### config.mk
export PLATFORM = sky130hd
export DESIGN_NAME = mcsr_trap_unit
export DESIGN_NICKNAME = d
export VERILOG_FILES = /design/src/rtl/mcsr_pkg.sv /design/src/rtl/mcsr_operand.sv /design/src/rtl/mcsr_file.sv /design/src/rtl/mcsr_trap_ctrl.sv /design/src/rtl/mcsr_trap_unit.sv
export SDC_FILE = /design/constraint.sdc
export NUM_CORES = 1
export LEC_CHECK = 0
export BUFFER_PORTS_ARGS = -buffer_cell sky130_fd_sc_hd__buf_2
export CELL_PAD_IN_SITES_DETAIL_PLACEMENT = 1
export CELL_PAD_IN_SITES_GLOBAL_PLACEMENT = 1
export CORE_MARGIN = 2
export CORE_UTILIZATION = 44
export DETAILED_ROUTE_END_ITERATION = 10
export PLACE_DENSITY_LB_ADDON = 0.1
export SYNTH_ARGS = -nofsm -noshare
export SYNTH_HDL_FRONTEND = slang
export SYNTH_SLANG_ARGS = --single-unit
### constraint.sdc
create_clock -name clk -period 4.24 [get_ports clk]
set_input_delay 0.848 -clock clk [delete_from_list [all_inputs] [get_ports clk]]
set_output_delay 0.848 -clock clk [all_outputs]
set_load 0.03 [all_outputs]
### src/rtl/mcsr_pkg.sv
package mcsr_pkg;
  localparam int XLEN   = 32;
  localparam int ADDR_W = 12;
  localparam int ZIMM_W = 5;
  localparam int NCSR   = 5;

  localparam int IDX_STATUS  = 0;
  localparam int IDX_TBASE   = 1;
  localparam int IDX_SCRATCH = 2;
  localparam int IDX_EPC     = 3;
  localparam int IDX_CAUSE   = 4;

  typedef enum logic [2:0] {
    OP_READ   = 3'd0,
    OP_WR     = 3'd1,
    OP_SET    = 3'd2,
    OP_CLR    = 3'd3,
    OP_READ_I = 3'd4,
    OP_WR_I   = 3'd5,
    OP_SET_I  = 3'd6,
    OP_CLR_I  = 3'd7
  } csr_op_e;

  localparam logic [ADDR_W-1:0] CSR_ADDR [NCSR] = '{
    12'h300, 12'h305, 12'h340, 12'h341, 12'h342
  };

  localparam logic [XLEN-1:0] CSR_MASK [NCSR] = '{
    32'h0000_0088, 32'hFFFF_FFFC, 32'hFFFF_FFFF, 32'hFFFF_FFFC, 32'h8000_000F
  };

  localparam logic [XLEN-1:0] CAUSE_ECALL_M = 32'd11;

  typedef logic [NCSR-1:0][XLEN-1:0] csr_state_t;
endpackage

### src/rtl/mcsr_operand.sv
module mcsr_operand
  import mcsr_pkg::*;
(
  input  logic [2:0]        op,
  input  logic [XLEN-1:0]   rs1_val,
  input  logic [ZIMM_W-1:0] zimm,
  input  logic [XLEN-1:0]   old_val,
  output logic [XLEN-1:0]   new_val,
  output logic              wr_req
);
  logic [XLEN-1:0] operand;
  logic            operand_zero;

  always_comb begin
    operand      = op[2] ? {{(XLEN-ZIMM_W){1'b0}}, zimm} : rs1_val;
    operand_zero = (operand == '0);
    unique case (op[1:0])
      2'd1:    new_val = operand;
      2'd2:    new_val = old_val | operand;
      2'd3:    new_val = old_val & ~operand;
      default: new_val = old_val;
    endcase
    case (op[1:0])
      2'd1:       wr_req = 1'b1;
      2'd2, 2'd3: wr_req = !operand_zero;
      default:    wr_req = 1'b0;
    endcase
  end
endmodule

### src/rtl/mcsr_file.sv
module mcsr_file
  import mcsr_pkg::*;
#(
  parameter logic [XLEN-1:0] RESET_TVEC = 32'h0000_0100
) (
  input  logic              clk,
  input  logic              rst_n,
  input  logic [ADDR_W-1:0] addr,
  input  logic              wr_en,
  input  logic [XLEN-1:0]   wr_val,
  input  logic              trap_en,
  input  logic [XLEN-1:0]   trap_epc,
  output logic [XLEN-1:0]   rd_val,
  output logic              hit,
  output logic [XLEN-1:0]   tbase,
  output csr_state_t        state
);
  logic [NCSR-1:0] sel;

  always_comb begin
    rd_val = '0;
    hit    = 1'b0;
    for (int i = 0; i < NCSR; i++) begin
      sel[i] = (addr == CSR_ADDR[i]);
      if (sel[i]) begin
        rd_val = state[i];
        hit    = 1'b1;
      end
    end
  end

  for (genvar g = 0; g < NCSR; g++) begin : g_csr
    localparam logic [XLEN-1:0] RST = (g == IDX_TBASE) ? (RESET_TVEC & CSR_MASK[g]) : '0;
    logic            trap_load;
    logic [XLEN-1:0] trap_val;

    if (g == IDX_EPC) begin : g_epc
      assign trap_load = trap_en;
      assign trap_val  = trap_epc;
    end else if (g == IDX_CAUSE) begin : g_cause
      assign trap_load = trap_en;
      assign trap_val  = CAUSE_ECALL_M;
    end else begin : g_plain
      assign trap_load = 1'b0;
      assign trap_val  = '0;
    end

    always_ff @(posedge clk or negedge rst_n) begin
      if (!rst_n)
        state[g] <= RST;
      else if (trap_load)
        state[g] <= trap_val & CSR_MASK[g];
      else if (wr_en && sel[g])
        state[g] <= wr_val & CSR_MASK[g];
    end
  end

  assign tbase = state[IDX_TBASE];
endmodule

### src/rtl/mcsr_trap_ctrl.sv
module mcsr_trap_ctrl
  import mcsr_pkg::*;
(
  input  logic            req_valid,
  input  logic            req_ecall,
  input  logic [XLEN-1:0] tbase,
  output logic            trap_taken,
  output logic [XLEN-1:0] trap_pc,
  output logic            op_gate
);
  always_comb begin
    trap_taken = req_valid && req_ecall;
    trap_pc    = tbase;
    op_gate    = req_valid && !req_ecall;
  end
endmodule

### src/rtl/mcsr_trap_unit.sv
module mcsr_trap_unit
  import mcsr_pkg::*;
#(
  parameter logic [31:0] RESET_TVEC = 32'h0000_0100
) (
  input  logic        clk,
  input  logic        rst_n,
  input  logic        req_valid,
  input  logic [2:0]  req_op,
  input  logic [11:0] req_addr,
  input  logic [31:0] req_rs1_val,
  input  logic [4:0]  req_zimm,
  input  logic [31:0] req_pc,
  input  logic        req_ecall,
  output logic [31:0] rd_data,
  output logic        trap_taken,
  output logic [31:0] trap_pc
);
  logic [XLEN-1:0] old_val, new_val, tbase;
  logic            hit, wr_req, op_gate, trap_en;
  csr_state_t      csr_state;

  mcsr_operand u_operand (
    .op(req_op), .rs1_val(req_rs1_val), .zimm(req_zimm),
    .old_val(old_val), .new_val(new_val), .wr_req(wr_req)
  );

  mcsr_trap_ctrl u_trap (
    .req_valid(req_valid), .req_ecall(req_ecall), .tbase(tbase),
    .trap_taken(trap_taken), .trap_pc(trap_pc), .op_gate(op_gate)
  );

  assign trap_en = trap_taken;

  mcsr_file #(.RESET_TVEC(RESET_TVEC)) u_file (
    .clk(clk), .rst_n(rst_n), .addr(req_addr),
    .wr_en(op_gate && wr_req), .wr_val(new_val),
    .trap_en(trap_en), .trap_epc(req_pc),
    .rd_val(old_val), .hit(hit), .tbase(tbase), .state(csr_state)
  );

  assign rd_data = (req_valid && hit) ? old_val : '0;
endmodule

==> results_dict.tcl, run 1 <==
set metrics [dict create \
    pwr_density_cell_nw_per_um2 296 \
    synth_edf_count 0 \
    drc 0 \
    final_common_cell "buf_2" \
    slew_viol_final 0 \
    synth_top_area_cell "dfrtp_1" \
    start_util_pct 45.1 \
    antenna_found_initial 0 \
    cts_resized 0 \
    place_hpwl_um 17000 \
    row_count 44 \
    post-place-cells 1008 \
    hold_path.class "reg -> reg" \
    hold_ws_ps 481 \
    grt_start_max_net_pins 51 \
    stdcell_area_um2 7540 \
    final_hold_viol_count 0 \
    antenna_left 0 \
    io_pins 153 \
    leakage_nw 3.45 \
    layout-drive-gt1-share_pct 28.5 \
    yosysTopAreaCellShare_pct 37.2 \
    synth_warnings 0 \
    ys_top_cells_by_area "dfrtp_1 37%, nand2_1 5.5%, a21oi_1 4.0%, buf_4 3.9%, a32oi_1 3.2%" \
    insertedDiodeCount 0 \
    htreeDepth 3 \
    fin_worst_skew_ps 7.66 \
    crit_fanout 14 \
    dieArea_um2 16000 \
    io_buffers 148 \
    wire_per_inst_um 23.9 \
    tns_ps 0 \
    relSlewSlack_pct 32.4 \
    nNetsFinal 923 \
    tightest_slew_ps 1010 \
    synthCells 743 \
    synth_flop_cell "dfrtp_1" \
    timing.final.crit_share_pct 88.5 \
    worstPathArrival_ps 2900 \
    syn2layout_area_growth_pct 14.6 \
    grt_pass1_wl_um 38900 \
    overflow 0 \
    rsz0062_at_grt "false" \
    yosysUniqueCellTypes 64 \
    worstSetupPathType "in -> out" \
    post_cts_buffers 0 \
    startpoint_type "input pin" \
    synth-seq-cells 99 \
    finalSetupViolCount 0 \
    grt_pass1_vias 6856 \
    drt-pass1-iter-count 5 \
    cts_buffers 9 \
    hold_buffers 0 \
    vias_per_cell 6.33 \
    r2r_setup_slack_ps 2260 \
    die_h_um 126 \
    clk_path_buf_depth 2 \
    cts_tree "done" \
    max_cap_violations 0 \
    syn_area_um2 6590 \
    outcome "finished clean" \
    vias 6484 \
    layoutNonFillerInstCount 1024 \
    place_area_um2 7230 \
    end_kind "output pin" \
    track_usage_pct 31.1 \
    fin_crit_ps 3750 \
    wirelength_um 24500 \
    clock_latency_ps 360 \
    synthArstFlopShare_pct 100 \
    gp_congestion 0.924 \
    yosysSeqAreaShare_pct 37.6 \
    die_w_um 126 \
    layout_common_cells "147 x buf_2, 98 x dfrtp_1, 97 x nand2_1" \
    clock_sinks 99 \
    cts-root-buf "clkbuf_16" \
    timing.fmax_mhz 267 \
    ir_worst_vdd_uv 202 \
    drt_iter0_markers 479 \
    fp.coreArea_um2 14600 \
    fillers 1780 \
    clkTransAtPathRegs_ps 60 \
    avgSynthCellArea_um2 8.86 \
    critPathRequiredTime_ps 3390 \
]
[state kept, by name, summed over array words and instances (netlist names)]
signal	count
u_file.tbase	30
u_file.state	69
[per-layer routing]
layer | wire length, µm | share of wire, % | track usage (%) | up-vias
met1 | 10400 | 42 | 41.9 | 3266
li1 | - | - | - | 2917
met5 | 0 | 0 | 0 | -
met2 | 12100 | 49 | 51.1 | 258
met4 | 612 | 2.5 | 11.0 | 0
met3 | 1460 | 5.9 | 4.68 | 43
[stage by stage]
step,power (W),worst slack [ps],utilization (%)
after floorplan,0.00119,549,-
after global placement,0.00132,555,49.5
after detailed placement,0.00134,549,49.5
after CTS,0.00224,552,51.7
after global routing,0.00231,430,51.7
final,0.00223,488,51.7
[where the power goes]
part / total (W) / internal, W / switching, W
clock network: 0.000909 / 0.000522 / 0.000387
registers: 0.00100 / 0.000981 / 0.0000228
logic: 0.000319 / 0.000115 / 0.000203
total: 0.00223 / 0.00162 / 0.000613
[cells by family after synthesis]
logic type      count (synthesis)  synth area share [%]
flops                          99                  37.6
simple gates                  263                  21.2
compound gates                253                  28.4
xor+xnor                        1                 0.133
buf+inv                       103                  9.00
other cells                     1                0.0569
mux                            23                  3.57
[synth_stat cells, types with 3 or more instances]
library cell,instances
a32o_1,14
o211a_1,15
nand2_1,97
and3_1,33
o21ai_2,20
o221ai_1,3
a21oi_1,53
buf_2,15
o211ai_1,3
nand3_1,11
o2bb2ai_1,14
a32oi_1,24
o21ai_1,18
nor3b_1,5
nor2b_1,20
clkbuf_1,36
nand4_1,7
inv_1,7
mux2_2,4
nand2b_1,8
a211o_1,3
nor3_1,19
buf_4,34
o21ai_0,34
nor4_1,7
a211oi_1,13
nor2_1,32
buf_6,8
dfrtp_1,98
a221o_1,14
nand3b_1,6
a2bb2oi_1,9
mux2i_1,19
[final cells by class]
class	count	area (µm²)	share of cell area (%)
clock buffer	11	233	3.08
inverter	8	30.0	0.398
multi-input combinational	542	3540	46.9
tap	184	230	3.05
sequential	99	2480	32.9
clock inverter	5	85.1	1.13
timing repair buffer	175	946	12.5
[final timing paths]
check / startpoint / endpoint / cells after the start
setup / recovery: req_addr[6] / rd_data[13] / 8
hold / removal: u_file.state[65]$_DFFE_PN0P_ / u_file.state[65]$_DFFE_PN0P_ / 2
setup reg to reg: u_file.state[3]$_DFFE_PN0P_ / u_file.state[3]$_DFFE_PN0P_ / 6
hold reg to reg: u_file.state[65]$_DFFE_PN0P_ / u_file.state[65]$_DFFE_PN0P_ / 2
max in group asynchronous: rst_n / u_file.tbase[31]$_DFFE_PN0P_ / 2
min in group asynchronous: rst_n / u_file.state[91]$_DFFE_PN0P_ / 1
[worst max-delay path, stage by stage]
cell	delay, ps
buf_2	230
or3b_4	440
nor3_4	380
buf_4	260
o2bb2ai_1	130
o211a_1	210
nor2b_1	180
buf_2	220
Note: power is estimated with default switching activity, not from simulation.
==> inputs of run 2 (changes only) <==
Settings changed: BUFFER_PORTS_ARGS -buffer_cell sky130_fd_sc_hd__buf_2 to default, CORE_UTILIZATION 44 to 52, DONT_BUFFER_PORTS from default to 1, MAX_ROUTING_LAYER from default to met4.
==> results_dict.tcl, run 2 (same netlist as run 1, synthesis figures left out) <==
set metrics [dict create \
    outcome "finished clean" \
    hold_buffers 0 \
    regMostFlops "u_file.state" \
    crit_end "rd_data[31]" \
    grt_pass1_vias 6450 \
    fillers 1533 \
    clock_sinks 99 \
    vias_per_cell 6.93 \
    wire_per_inst_um 26.0 \
    ff2ff_path_depth 6 \
    timing.rr.start "u_file.tbase[4]$_DFFE_PN0P_" \
    cts_resized 0 \
    pre_cts_slack_ps 578 \
    worstSetupPathType "in -> out" \
    pwr_density_cell_nw_per_um2 290 \
    io_pins 153 \
    worstPathArrival_ps 2840 \
    tightest_slew_ps 1230 \
    layout-drive-gt1-share_pct 15.5 \
    max_cap_violations 0 \
    io_buffers 0 \
    syn2layout_area_growth_pct 4.65 \
    track_usage_pct 35.4 \
    final_common_cell "dfrtp_1" \
    fin_worst_skew_ps 7.02 \
    place_hpwl_um 15300 \
    row_count 41 \
    antenna_found_initial 2 \
    crit_path_start "req_addr[5]" \
    antenna_left 0 \
    clk_path_buf_depth 2 \
    die_h_um 117 \
    drc 0 \
    drt_iter0_markers 532 \
    dieArea_um2 13600 \
    leakage_nw 2.87 \
    cts-root-buf "clkbuf_16" \
    htreeDepth 3 \
    cts_buffers 9 \
    timing.final.crit_share_pct 87.0 \
    rr_endpoint "u_file.tbase[4]$_DFFE_PN0P_" \
    finalWorstSetupSlack_ps 553 \
    grt_start_max_net_pins 100 \
    slew_viol_final 0 \
    timing.fmax_mhz 271 \
    overflow 0 \
    r2r_setup_slack_ps 2360 \
    gp_congestion 0.898 \
    grt_pass1_wl_um 35400 \
    start_util_pct 52.6 \
    relSlewSlack_pct 17.9 \
    fin_crit_ps 3690 \
    critPathRequiredTime_ps 3390 \
    hold_path.class "in -> async" \
    fp.coreArea_um2 12500 \
    cts_tree "done" \
    hold_ws_ps 179 \
    vias 6125 \
    nNetsFinal 793 \
    finalSetupViolCount 0 \
    post-route-util_pct 55.1 \
    die_w_um 117 \
    rsz0062_at_grt "false" \
    post_cts_buffers 0 \
    crit_fanout 34 \
    clock_latency_ps 360 \
    largest_register_ff_count 69 \
    drt-pass1-iter-count 5 \
    total_power_w 0.00200 \
    startpoint_type "input pin" \
    final_hold_viol_count 0 \
    clkTransAtPathRegs_ps 70 \
    layout_common_cells "98 x dfrtp_1, 97 x nand2_1, 52 x a21oi_1" \
    end_kind "output pin" \
    ir_worst_vdd_uv 223 \
    wirelength_um 23000 \
    tns_ps 0 \
]
[run 2: layout make-up]
cell class | count | area [µm²] | area share, %
Clock buffer | 11 | 243 | 3.52
Antenna cell | 2 | 5.00 | 0.0726
Multi-Input combinational cell | 542 | 3540 | 51.4
Inverter | 8 | 30.0 | 0.436
Clock inverter | 5 | 28.8 | 0.417
Sequential cell | 99 | 2480 | 36.0
Tap cell | 172 | 215 | 3.12
Timing Repair Buffer | 45 | 350 | 5.08
[run 2: through the flow]
| stage | cell area (µm²) | instances |
|---|---|---|
| global route | 6890 | 884 |
| global placement | 6620 | 866 |
| finish | 6890 | 884 |
| detailed placement | 6620 | 866 |
| floorplan | 6590 | 744 |
| CTS | 6890 | 882 |
[run 2: routing by layer]
layer	vias up	track usage, %	routed length [µm]
met3	69	7.73	1890
li1	2668	-	-
met5	-	-	0
met1	3097	41.6	8900
met4	0	16.8	856
met2	291	57.9	11400
[run 2: worst min path at each step]
stage / from / endpoint / slack [ps] / depth (start not counted)
2_1_floorplan: u_file.state[64]$_DFFE_PN0P_ / u_file.state[64]$_DFFE_PN0P_ / 450 / 2
3_3_place_gp: u_file.state[79]$_DFFE_PN0P_ / u_file.state[79]$_DFFE_PN0P_ / 460 / 2
3_5_place_dp: u_file.state[76]$_DFFE_PN0P_ / u_file.state[76]$_DFFE_PN0P_ / 470 / 2
4_1_cts: rst_n / u_file.tbase[25]$_DFFE_PN0P_ / 170 / 0
5_1_grt: rst_n / u_file.tbase[25]$_DFFE_PN0P_ / 160 / 0
6_report: rst_n / u_file.state[89]$_DFFE_PN0P_ / 180 / 0
[run 2: power by group]
group / leakage, nW / switching (W) / internal [W]
Combinational: 1.45 / 0.000122 / 0.0000812
Sequential: 1.28 / 0.0000243 / 0.000981
Clock: 0.139 / 0.000379 / 0.000412
Total: 2.87 / 0.000525 / 0.00147
[run 2: worst max-delay path, stage by stage]
cell and delay, ps:
or3_4 420, nor2_4 120, buf_4 430, nand4b_1 480, a21oi_1 320, buf_4 210
